===== config.mk =====
export PLATFORM = sky130hd
export DESIGN_NAME = gpio_edge_irq
export DESIGN_NICKNAME = d
export VERILOG_FILES = /design/src/rtl/gpio_irq_pkg.sv /design/src/rtl/gpio_edge_det.sv /design/src/rtl/gpio_flag_bank.sv /design/src/rtl/gpio_irq_gate.sv /design/src/rtl/gpio_edge_irq.sv
export SDC_FILE = /design/constraint.sdc
export NUM_CORES = 1
export LEC_CHECK = 0
export CORE_ASPECT_RATIO = 1.75
export CORE_MARGIN = 10
export CORE_UTILIZATION = 45
export CTS_CLUSTER_DIAMETER = 100
export DETAILED_ROUTE_END_ITERATION = 10
export PLACE_DENSITY = 0.95
export SYNTH_ARGS = -nofsm -noshare
export SYNTH_HDL_FRONTEND = slang
export SYNTH_HIERARCHICAL = 1
export SYNTH_SLANG_ARGS = --single-unit

===== constraint.sdc =====
create_clock -name clk -period 2.4 [get_ports clk]
set_input_delay 0.24 -clock clk [delete_from_list [all_inputs] [get_ports clk]]
set_output_delay 0.24 -clock clk [all_outputs]
set_load 0.01 [all_outputs]

===== src/rtl/gpio_irq_pkg.sv =====
package gpio_irq_pkg;

    localparam int NUM_PORTS  = 3;
    localparam int DEF_PORT_W = 8;
    localparam int DEF_P2_IMP = 5;

    localparam int PORT_GRP = 0;
    localparam int PORT_BIT = 1;
    localparam int PORT_ALL = 2;

    typedef enum logic {
        EDGE_RISE = 1'b0,
        EDGE_FALL = 1'b1
    } edge_sel_e;

endpackage


===== src/rtl/gpio_edge_det.sv =====
module gpio_edge_det #(
    parameter int W = 8
) (
    input  logic                   clk,
    input  logic                   rst,
    input  logic [W-1:0]           lvl,
    input  logic [W-1:0]           dir_out,
    input  gpio_irq_pkg::edge_sel_e sel,
    output logic [W-1:0]           hit
);
    import gpio_irq_pkg::*;

    logic [W-1:0] prev_q;
    logic         armed_q;
    logic [W-1:0] trans;

    always_ff @(posedge clk) begin
        if (rst) begin
            prev_q  <= '0;
            armed_q <= 1'b0;
        end else begin
            prev_q  <= lvl;
            armed_q <= 1'b1;
        end
    end

    always_comb begin
        if (sel == EDGE_FALL) trans = prev_q & ~lvl;
        else                  trans = ~prev_q & lvl;
        hit = armed_q ? (trans & ~dir_out) : '0;
    end

endmodule


===== src/rtl/gpio_flag_bank.sv =====
module gpio_flag_bank #(
    parameter int           W    = 8,
    parameter logic [W-1:0] IMPL = '1
) (
    input  logic         clk,
    input  logic         rst,
    input  logic [W-1:0] hit,
    input  logic [W-1:0] clr,
    output logic [W-1:0] flags
);
    logic [W-1:0] flags_q;

    always_ff @(posedge clk) begin
        if (rst) flags_q <= '0;
        else     flags_q <= ((flags_q & ~clr) | hit) & IMPL;
    end

    assign flags = flags_q;

endmodule


===== src/rtl/gpio_irq_gate.sv =====
module gpio_irq_gate #(
    parameter int W = 8
) (
    input  logic [W-1:0] flags,
    input  logic [W-1:0] en,
    input  logic         master,
    output logic         req
);
    assign req = master & (|(flags & en));
endmodule


===== src/rtl/gpio_edge_irq.sv =====
module gpio_edge_irq #(
    parameter int P_W     = gpio_irq_pkg::DEF_PORT_W,
    parameter int P2_BITS = gpio_irq_pkg::DEF_P2_IMP
) (
    input  logic           clk,
    input  logic           rst,
    input  logic [P_W-1:0] p0_level,
    input  logic [P_W-1:0] p1_level,
    input  logic [P_W-1:0] p2_level,
    input  logic [P_W-1:0] p0_dir_out,
    input  logic [P_W-1:0] p1_dir_out,
    input  logic [P_W-1:0] p2_dir_out,
    input  logic [2:0]     edge_fall,
    input  logic [2:0]     port_irq_en,
    input  logic [1:0]     p0_group_en,
    input  logic [P_W-1:0] p1_bit_en,
    input  logic [P_W-1:0] p0_flag_clr,
    input  logic [P_W-1:0] p1_flag_clr,
    input  logic [P_W-1:0] p2_flag_clr,
    output logic [P_W-1:0] p0_flags,
    output logic [P_W-1:0] p1_flags,
    output logic [P_W-1:0] p2_flags,
    output logic [2:0]     irq_req,
    output logic           wake
);
    import gpio_irq_pkg::*;

    localparam int           HALF    = P_W / 2;
    localparam logic [P_W-1:0] ALL_MASK = {P_W{1'b1}};
    localparam logic [P_W-1:0] P2_MASK  = ALL_MASK >> (P_W - P2_BITS);

    logic [P_W-1:0] lvl_a  [NUM_PORTS];
    logic [P_W-1:0] dir_a  [NUM_PORTS];
    logic [P_W-1:0] clr_a  [NUM_PORTS];
    logic [P_W-1:0] en_a   [NUM_PORTS];
    logic [P_W-1:0] hit_a  [NUM_PORTS];
    logic [P_W-1:0] flag_a [NUM_PORTS];

    assign lvl_a[0] = p0_level;
    assign lvl_a[1] = p1_level;
    assign lvl_a[2] = p2_level;
    assign dir_a[0] = p0_dir_out;
    assign dir_a[1] = p1_dir_out;
    assign dir_a[2] = p2_dir_out;
    assign clr_a[0] = p0_flag_clr;
    assign clr_a[1] = p1_flag_clr;
    assign clr_a[2] = p2_flag_clr;

    // Fine-grained enable per port: halves, single bits, or none.
    assign en_a[PORT_GRP] = {{(P_W - HALF){p0_group_en[1]}}, {HALF{p0_group_en[0]}}};
    assign en_a[PORT_BIT] = p1_bit_en;
    assign en_a[PORT_ALL] = ALL_MASK;

    for (genvar g = 0; g < NUM_PORTS; g++) begin : g_port
        gpio_edge_det #(.W(P_W)) det_i (
            .clk     (clk),
            .rst     (rst),
            .lvl     (lvl_a[g]),
            .dir_out (dir_a[g]),
            .sel     (edge_sel_e'(edge_fall[g])),
            .hit     (hit_a[g])
        );

        if (g == PORT_ALL) begin : g_narrow
            gpio_flag_bank #(.W(P_W), .IMPL(P2_MASK)) bank_i (
                .clk (clk), .rst (rst), .hit (hit_a[g]),
                .clr (clr_a[g]), .flags (flag_a[g])
            );
        end else begin : g_full
            gpio_flag_bank #(.W(P_W), .IMPL(ALL_MASK)) bank_i (
                .clk (clk), .rst (rst), .hit (hit_a[g]),
                .clr (clr_a[g]), .flags (flag_a[g])
            );
        end

        gpio_irq_gate #(.W(P_W)) gate_i (
            .flags  (flag_a[g]),
            .en     (en_a[g]),
            .master (port_irq_en[g]),
            .req    (irq_req[g])
        );
    end

    assign p0_flags = flag_a[0];
    assign p1_flags = flag_a[1];
    assign p2_flags = flag_a[2];
    assign wake     = |irq_req;

endmodule


# Word-level counts from Yosys, hierarchy flattened
# Cells that the tools add are included.
[word_totals] elab_cells=50 out_inout_bits=28 regBits=43
[classes] n_reduce_logical=4 bitwise=32 n_mux=7
[ops] op="AND 8 bit" count=10
[ops] op="NOT 8 bit" count=8
[ops] op="2-to-1 mux 8 bit" count=4
[ops] op="OR reduction 8 bit" count=3
[ops] op="AND 5 bit" count=4
[ops] op="NOT 5 bit" count=4
[ops] op="bitwise OR 8 bit" count=2
[ops] op="2-to-1 mux 5 bit" count=2
[ops] op="bitwise OR 5 bit" count=1
[ops] op="AND 1 bit" count=3
[ops] op="OR reduction 3 bit" count=1
[ops] op="2-to-1 mux 1 bit" count=1

# Longest topological paths before layout
# Gate-level depths: netlist of run 1.
[depth] ltp_word=6 ltp_mapped=5 depth_no_buf=4

# By module
# The synthesis of run 1 kept the hierarchy.
[modules_own_cells] module="gpio_edge_det" area_each_um2=465.4 cells_per_inst=51 seq_area_each_um2=180.2 instances=3
[modules_own_cells] module="gpio_flag_bank at g_port[0].g_full.bank_i ..." area_each_um2=381.6 cells_per_inst=33 seq_area_each_um2=160.2 instances=2
[modules_own_cells] module="gpio_flag_bank at g_port[2].g_narrow.bank_i" area_each_um2=201.4 cells_per_inst=24 seq_area_each_um2=100.1 instances=1
[modules_own_cells] module="gpio_irq_gate" area_each_um2=42.5 cells_per_inst=6 seq_area_each_um2=0.0 instances=3
[modules_own_cells] module="gpio_edge_irq" area_each_um2=10.0 cells_per_inst=2 seq_area_each_um2=0.0 instances=1

# Least setup slack after synthesis of run 1
# Ideal clock, no wire load.
[synth_timing] path_kind="register -> output" start="register g_port[1].g_full.bank_i.flags_q[0]" end="output port wake" required_ns=2.160 path_stages_with_launch=4 path_buffers=0 arrival_ns=1.202 path_slack_ns=0.958 cell_sequence="dfxtp_1 > a22oi_1 > a41oi_1 > or3_1"
[synth_between] elab_chain_len=4
[synth_rtl] item="start, declared" line="gpio_flag_bank.sv:11" source="logic [W-1:0] flags_q;"
[synth_rtl] item="start signal, assigned" line="gpio_flag_bank.sv:15" source="else flags_q <= ((flags_q & ~clr) | hit) & IMPL;"
[synth_rtl] item="AND 8 bit" line="gpio_irq_gate.sv:9" source="assign req = master & (|(flags & en));"
[synth_rtl] item="OR reduction 8 bit" line="gpio_irq_gate.sv:9"
[synth_rtl] item="AND 1 bit" line="gpio_irq_gate.sv:9"
[synth_rtl] item="named net irq_req[1]" line="gpio_edge_irq.sv:23" source="output logic [2:0] irq_req,"
[synth_rtl] item="OR reduction 3 bit" line="gpio_edge_irq.sv:87" source="assign wake = |irq_req;"
[synth_rtl] item="end, declared" line="gpio_edge_irq.sv:24" source="output logic wake"
# The timed path passes the listed nets, and every way through them passes these cells.

# Worst setup path after layout of run 1
[layout_timing] start="input port p0_group_en[0]" end="output port wake"
[layout_between] elab_chain_len=4
[layout_rtl] item="start, declared" line="gpio_edge_irq.sv:15" source="input logic [1:0] p0_group_en,"
[layout_rtl] item="AND 8 bit" line="gpio_irq_gate.sv:9"
[layout_rtl] item="OR reduction 8 bit" line="gpio_irq_gate.sv:9"
[layout_rtl] item="AND 1 bit" line="gpio_irq_gate.sv:9"
[layout_rtl] item="OR reduction 3 bit" line="gpio_edge_irq.sv:87"
# Every way passes these cells.

==> out/qor.txt, run 1 <==
status: complete, no violations
synthesized instance count: 245
largest net degree at the start of global routing: 28
endpoints failing setup: 0
# clock sinks: 45
CTS Hold Bufs: 0
share of layout cells above drive strength 1: 16.4%
DP Area: 0.00341 mm²
Die W: 74.5 µm
final worst-path cycle share: 90.8%
Yosys warning total: 6
fmax: 459 MHz
postcts setup bufs: 0
vias in the first global route: 2,239
Fin Clk Skew: 0.00718 ns
cts bufs inserted: 5
most frequent cell on the critical path: clkdlybuf4s50_1
initial antenna violation count: 0
startpoint type of the worst setup path: primary input
slowest cell on the critical path: clkdlybuf4s50_1
Residual DRC: 0
final RePlAce weighted congestion: 0.737
fin. max-slew vios: 0
area grow syn2layout: 51.8%
synthesized area per cell: 9.54 µm²
vias per inst: 4.93
Routed WL: 6430 µm
hold slack final: 0.299 ns
Slew @ Worst Pin: 0.506 ns
dpl ws: 0.207 ns
Cell Area, Synth: 0.00234 mm²
GR Overflow Total: 0
clk buf depth: 2
Vias: 2,043
Worst Slack Setup Final: 0.220 ns
IO Pins: 118
Placed Cells: 406
Critical Path Max Stage Delay: 0.48 ns
Pre-Repair DR Iteration Count: 4
worst hold path class: primary input to flip-flop
first-pass GRT wire length: 10,000 µm
critical path capture point type: output port
unrepaired setup endpoints after global routing: false
Leak: 1.28 nW
Power per Cell Area: 500 mW/mm²
fin nets: 449
wire per inst: 15.5 µm
final hold viol count: 0
ANT nets after route: 0
fin area: 0.00355 mm²
worst skew pair latency: 0.29 ns
Starting Density: 46.6%
CP Launch Point: p0_group_en[0]
fillers: 399
FP Rows: 34
worst-path fanout max: 4
Critical Path RT: 2.16 ns
Antenna Cells: 0
Setup CP Type: primary input to output port
worst min-delay path startpoint: rst
crit path time final: 2.18 ns
Root Driver: clkbuf_8
total power: 1.77 mW
PortBufs: 105
data arrival time of the critical path: 1.94 ns
Final TNS setup: 0 ns
TritonCTS clock tree: done
post-CTS sizing: 0
Final Non-Filler Cells: 414
Core ar.: 0.00502 mm²
Die Ht: 115 µm
Buf+Inv Stages, Crit Path: 2
Reg-to-Reg Start: g_port[1].det_i/prev_q[3]
Final Util: 70.7%
clock slew at reported path FFs: 0.08 ns
die area: 0.00859 mm²
Crit path max-delay family: buffers and inverters
maximum VDD drop: 0.000431 V
Max-slew headroom: 66.1%
worst path cell trace: clkdlybuf4s50_1, a22oi_1, a41oi_1, or3_1, clkdlybuf4s50_1
GRT Total Usage: 14.9%
max-cap viol count: 0
drt first-iter violations: 92
H-tree depth: 2
dpl hpwl: 5430 µm
==> area by class of cell <==
type	count	area [µm²]	area share (%)
Timing Repair Buffer	106	1050	29.7
Multi-Input combinational cell	174	1290	36.4
Tap cell	54	67.6	1.90
Clock inverter	3	65.1	1.83
Sequential cell	45	901	25.4
Inverter	27	101	2.86
Clock buffer	5	68.8	1.94
==> sequential cells by signal, indices dropped and copies added, names as in the netlist <==
register	count
g_port.det_i/prev_q	21
g_port.g_full.bank_i/flags	16
g_port.g_narrow.bank_i/flags	5
g_port.det_i/armed_q	3
==> layer usage <==
layer	track usage, %	vias to the layer above	wire length, µm
met3	5.78	10	664
met4	5.84	0	134
met5	0	-	0
met2	28.2	82	3450
met1	13.4	905	2190
li1	-	1046	-
==> path summary, 6_finish.rpt <==
check	end	slack (ns)	cells after the start
min reg2reg	g_port[2].g_narrow.bank_i/flags[2]	0.49	2
max	wake	0.22	5
min	g_port[2].det_i/armed_q	0.30	2
max reg2reg	g_port[1].g_full.bank_i/flags[3]	1.23	4
==> placed cells by master, fill, tap and decap left out <==
master	n
buf_4	1
nor2b_1	21
or3_1	1
a41oi_1	3
inv_1	27
a21oi_1	26
bufinv_16	2
a21oi_2	16
buf_2	1
clkdlybuf4s50_1	104
nand2b_4	16
nand3b_1	21
or3b_2	17
nand2b_1	26
clkinv_2	1
dfxtp_1	45
conb_1	11
a22oi_1	12
clkbuf_8	5
or3b_1	4
==> where the power goes <==
group / switching (mW) / leakage (nW) / internal (mW)
logic: 0.0973 / 0.841 / 0.210
clock network: 0.250 / 0.0681 / 0.413
registers: 0.0247 / 0.371 / 0.777
total: 0.372 / 1.28 / 1.40
Power figures use the tool's default switching activity.
==> run 2, diff against run 1 <==
CAP_MARGIN = 10   (was unset)
==> results of run 2 <==
The final DEF is identical to that of run 1; final timing and power are the same.
==> run 3, diff against run 2 <==
CORE_UTILIZATION = 41   (was 45)
PLACE_DENSITY = 0.88   (was 0.95)
clock period = 2.2 ns   (was 2.4 ns; I/O delays follow)
==> run 3 against run 2 <==
  * Wire length fell by 3.3%
  * Design area rose by 0.32%
  * Critical path depth fell by 2
  * Register-to-register slack got worse by 0.18 ns
  * Global-route usage fell by 1.4 points
  * Worst setup slack improved by 0.031 ns
  * Total power fell by 3.5%
  * Sequential power rose by 9.1%
  * Die area rose by 7.6%
  * Sequential cell count did not move
  * Critical path type is now flip-flop to output port
  * Critical endpoint is now irq_req[0]
  * Largest power group unchanged
==> out/qor.txt, run 3 (same netlist as run 1, synthesis figures left out) <==
status: complete, no violations
endpoints failing setup: 0 (unchanged)
Final Non-Filler Cells: 437 (+5.6%)
Logic pwr share: 19.6% (+2.3 points)
largest register by flop count: g_port.det_i/prev_q
Reg2Reg Depth: 4 (unchanged)
slowest cell on the critical path: clkdlybuf4s50_1
Clock power frac: 29.2% (-8.2 points)
Critical Path RT: 1.98 ns (-0.18 ns)
max-cap viol count: 0 (unchanged)
Sw Share: 24.0% (+3.1 points)
area grow syn2layout: 52.2%
critical path capture point type: output port
GR Overflow Total: 0 (unchanged)
R2R Path End: g_port[2].g_narrow.bank_i/flags[3]
final hold viol count: 0 (unchanged)
Worst Hold End: g_port[0].det_i/armed_q
PortBufs: 105 (unchanged)
ANT nets after route: 0 (unchanged)
maximum VDD drop: 0.000391 V (-9.1%)
flop-to-flop setup slack: 1.05 ns (-0.18 ns)
largest net degree at the start of global routing: 20 (-29%)
Residual DRC: 0 (unchanged)
worst hold path class: primary input to flip-flop
crit path time final: 1.95 ns
worst skew pair latency: 0.30 ns (about the same)
Placed Cells: 429 (+5.7%)
final worst-path cycle share: 88.6%
internal power: 1.30 mW (-7.3%)
postcts setup bufs: 0 (unchanged)
fin. max-slew vios: 0 (unchanged)
CTS Hold Bufs: 0 (unchanged)
Leak: 1.28 nW (+0.29%)
initial antenna violation count: 0 (unchanged)
startpoint type of the worst setup path: flip-flop
worst path cell trace: a22oi_2, a41oi_2, clkdlybuf4s50_1
H-tree depth: 2 (unchanged)
most common cell after layout, fill and taps aside: clkdlybuf4s50_1
drt first-iter violations: 81 (-12%)
Setup CP Type: flip-flop to output port
Power per Cell Area: 480 mW/mm² (-3.8%)
FP Rows: 36 (+5.9%)
Buf+Inv Stages, Crit Path: 1 (-1)
final RePlAce weighted congestion: 0.745 (+1.1%)
dpl ws: -0.0115 ns (-0.218 ns)
cts bufs inserted: 5 (unchanged)
Worst Slack Setup Final: 0.251 ns (+0.0314 ns)
data arrival time of the critical path: 1.73 ns (-0.21 ns)
Antenna Cells: 0 (unchanged)
Fin Clk Skew: 0.00638 ns (-0.000800 ns)
worst-path fanout max: 3 (-1)
Final Util: 64.2% (-6.4 points)
Core ar.: 0.00554 mm² (+10%)
fillers: 487 (+22%)
Critical Path Max Stage Delay: 0.59 ns (+0.11 ns)
wire per inst: 14.2 µm (-8.4%)
Crit path max-delay family: buffers and inverters
Largest register FFs: 21 (unchanged)
vias in the first global route: 2,097 (-6.3%)
vias per inst: 4.62 (-6.3%)
IO Pins: 118 (unchanged)
GRT Total Usage: 13.5% (-1.4 points)
die area: 0.00924 mm² (+7.6%)
fin nets: 450 (+0.22%)
# clock sinks: 45 (unchanged)
Worst Hold Depth: 2 (unchanged)
first-pass GRT wire length: 10,100 µm (+0.90%)
TritonCTS clock tree: done
clk buf depth: 2 (unchanged)
Reg power frac: 51.2% (+6.0 points)
Vias: 2,021 (-1.1%)
Reg-to-Reg Start: g_port[2].det_i/prev_q[3]
dpl hpwl: 5190 µm (-4.4%)
Routed WL: 6220 µm (-3.3%)
share of layout cells above drive strength 1: 17.5% (+1.1 points)
commonest non-fill, non-tap cells in the layout: clkdlybuf4s50_1 (102), dfxtp_1 (45), inv_1 (27), nand2b_1 (26), a21oi_1 (26)
net switching power: 411 µW (+11%)
Die W: 77.1 µm (+3.5%)
Root Driver: clkbuf_8
Starting Density: 42.2% (-4.4 points)
worst min-delay path startpoint: rst
clock slew at reported path FFs: 0.08 ns (about the same)
fmax: 513 MHz
Die Ht: 120 µm (+3.9%)
hold slack final: 0.292 ns (-0.00726 ns)
unrepaired setup endpoints after global routing: false
Pre-Repair DR Iteration Count: 4 (unchanged)
## run 3: changes by cell type in the layout (fill, tap and decap cells not counted), sizes merged
| cell | previous run | this run |
|---|---|---|
| clkinv | 1 | 2 |
| buf | 2 | 3 |
| clkbuf | 5 | 6 |
| clkdlybuf4s50 | 104 | 102 |
| dlymetal6s2s | 0 | 2 |
| bufinv | 2 | 0 |
## run 3: layout make-up
type	instances	area, µm²	share of cell area (%)
inverter	27	101	2.85
sequential	45	901	25.3
timing repair buffer	107	1070	30.0
clock buffer	6	72.6	2.04
tap	76	95.1	2.67
clock inverter	2	10.0	0.281
multi-input combinational	174	1310	36.9
## run 3: power by group through the flow
stage	combinational, mW	clock, mW	sequential (mW)
finish	0.335	0.499	0.875
global route	0.365	0.542	0.881
CTS	0.338	0.523	0.876
detailed placement	0.335	0	0.895
global placement	0.328	0	0.892
floorplan	0.138	0	0.893
## run 3: per-stage QoR
step | power (mW) | TNS, ns | instance area [µm²]
5_1_grt | 1.79 | 0 | 3560
4_1_cts | 1.74 | 0 | 3540
6_report | 1.71 | 0 | 3560
3_5_place_dp | 1.23 | -0.0115 | 3450
2_1_floorplan | 1.03 | 0 | 2370
3_3_place_gp | 1.22 | 0 | 3450
## run 3: how the worst max path moves through the flow
| stage | startpoint | slack [ns] | cells past startpoint | endpoint |
|---|---|---|---|---|
| floorplan | g_port[1].g_full.bank_i/flags[0] | 0.78 | 3 | wake |
| global placement | p0_group_en[1] | 0.05 | 5 | wake |
| detailed placement | p0_group_en[0] | -0.01 | 5 | wake |
| CTS | g_port[0].g_full.bank_i/flags[0] | 0.002 | 4 | wake |
| global route | g_port[0].g_full.bank_i/flags[0] | 0.16 | 3 | irq_req[0] |
| finish | g_port[0].g_full.bank_i/flags[0] | 0.25 | 3 | irq_req[0] |
## run 3: routing by layer
layer	share of wire [%]	up-vias	GRT usage [%]	wire length [µm]
met3	7.8	8	5.53	483
li1	-	1040	-	-
met2	53	72	24.7	3320
met4	1.8	0	5.50	109
met5	0	-	0	0
met1	37	901	12.9	2310
## run 3: timing repair
item | in CTS | in global routing
hold endpoints to repair | 0 | 0
setup endpoints to repair | 1 | 1
resized for setup | 2 | 4
pin swaps | 0 | 0
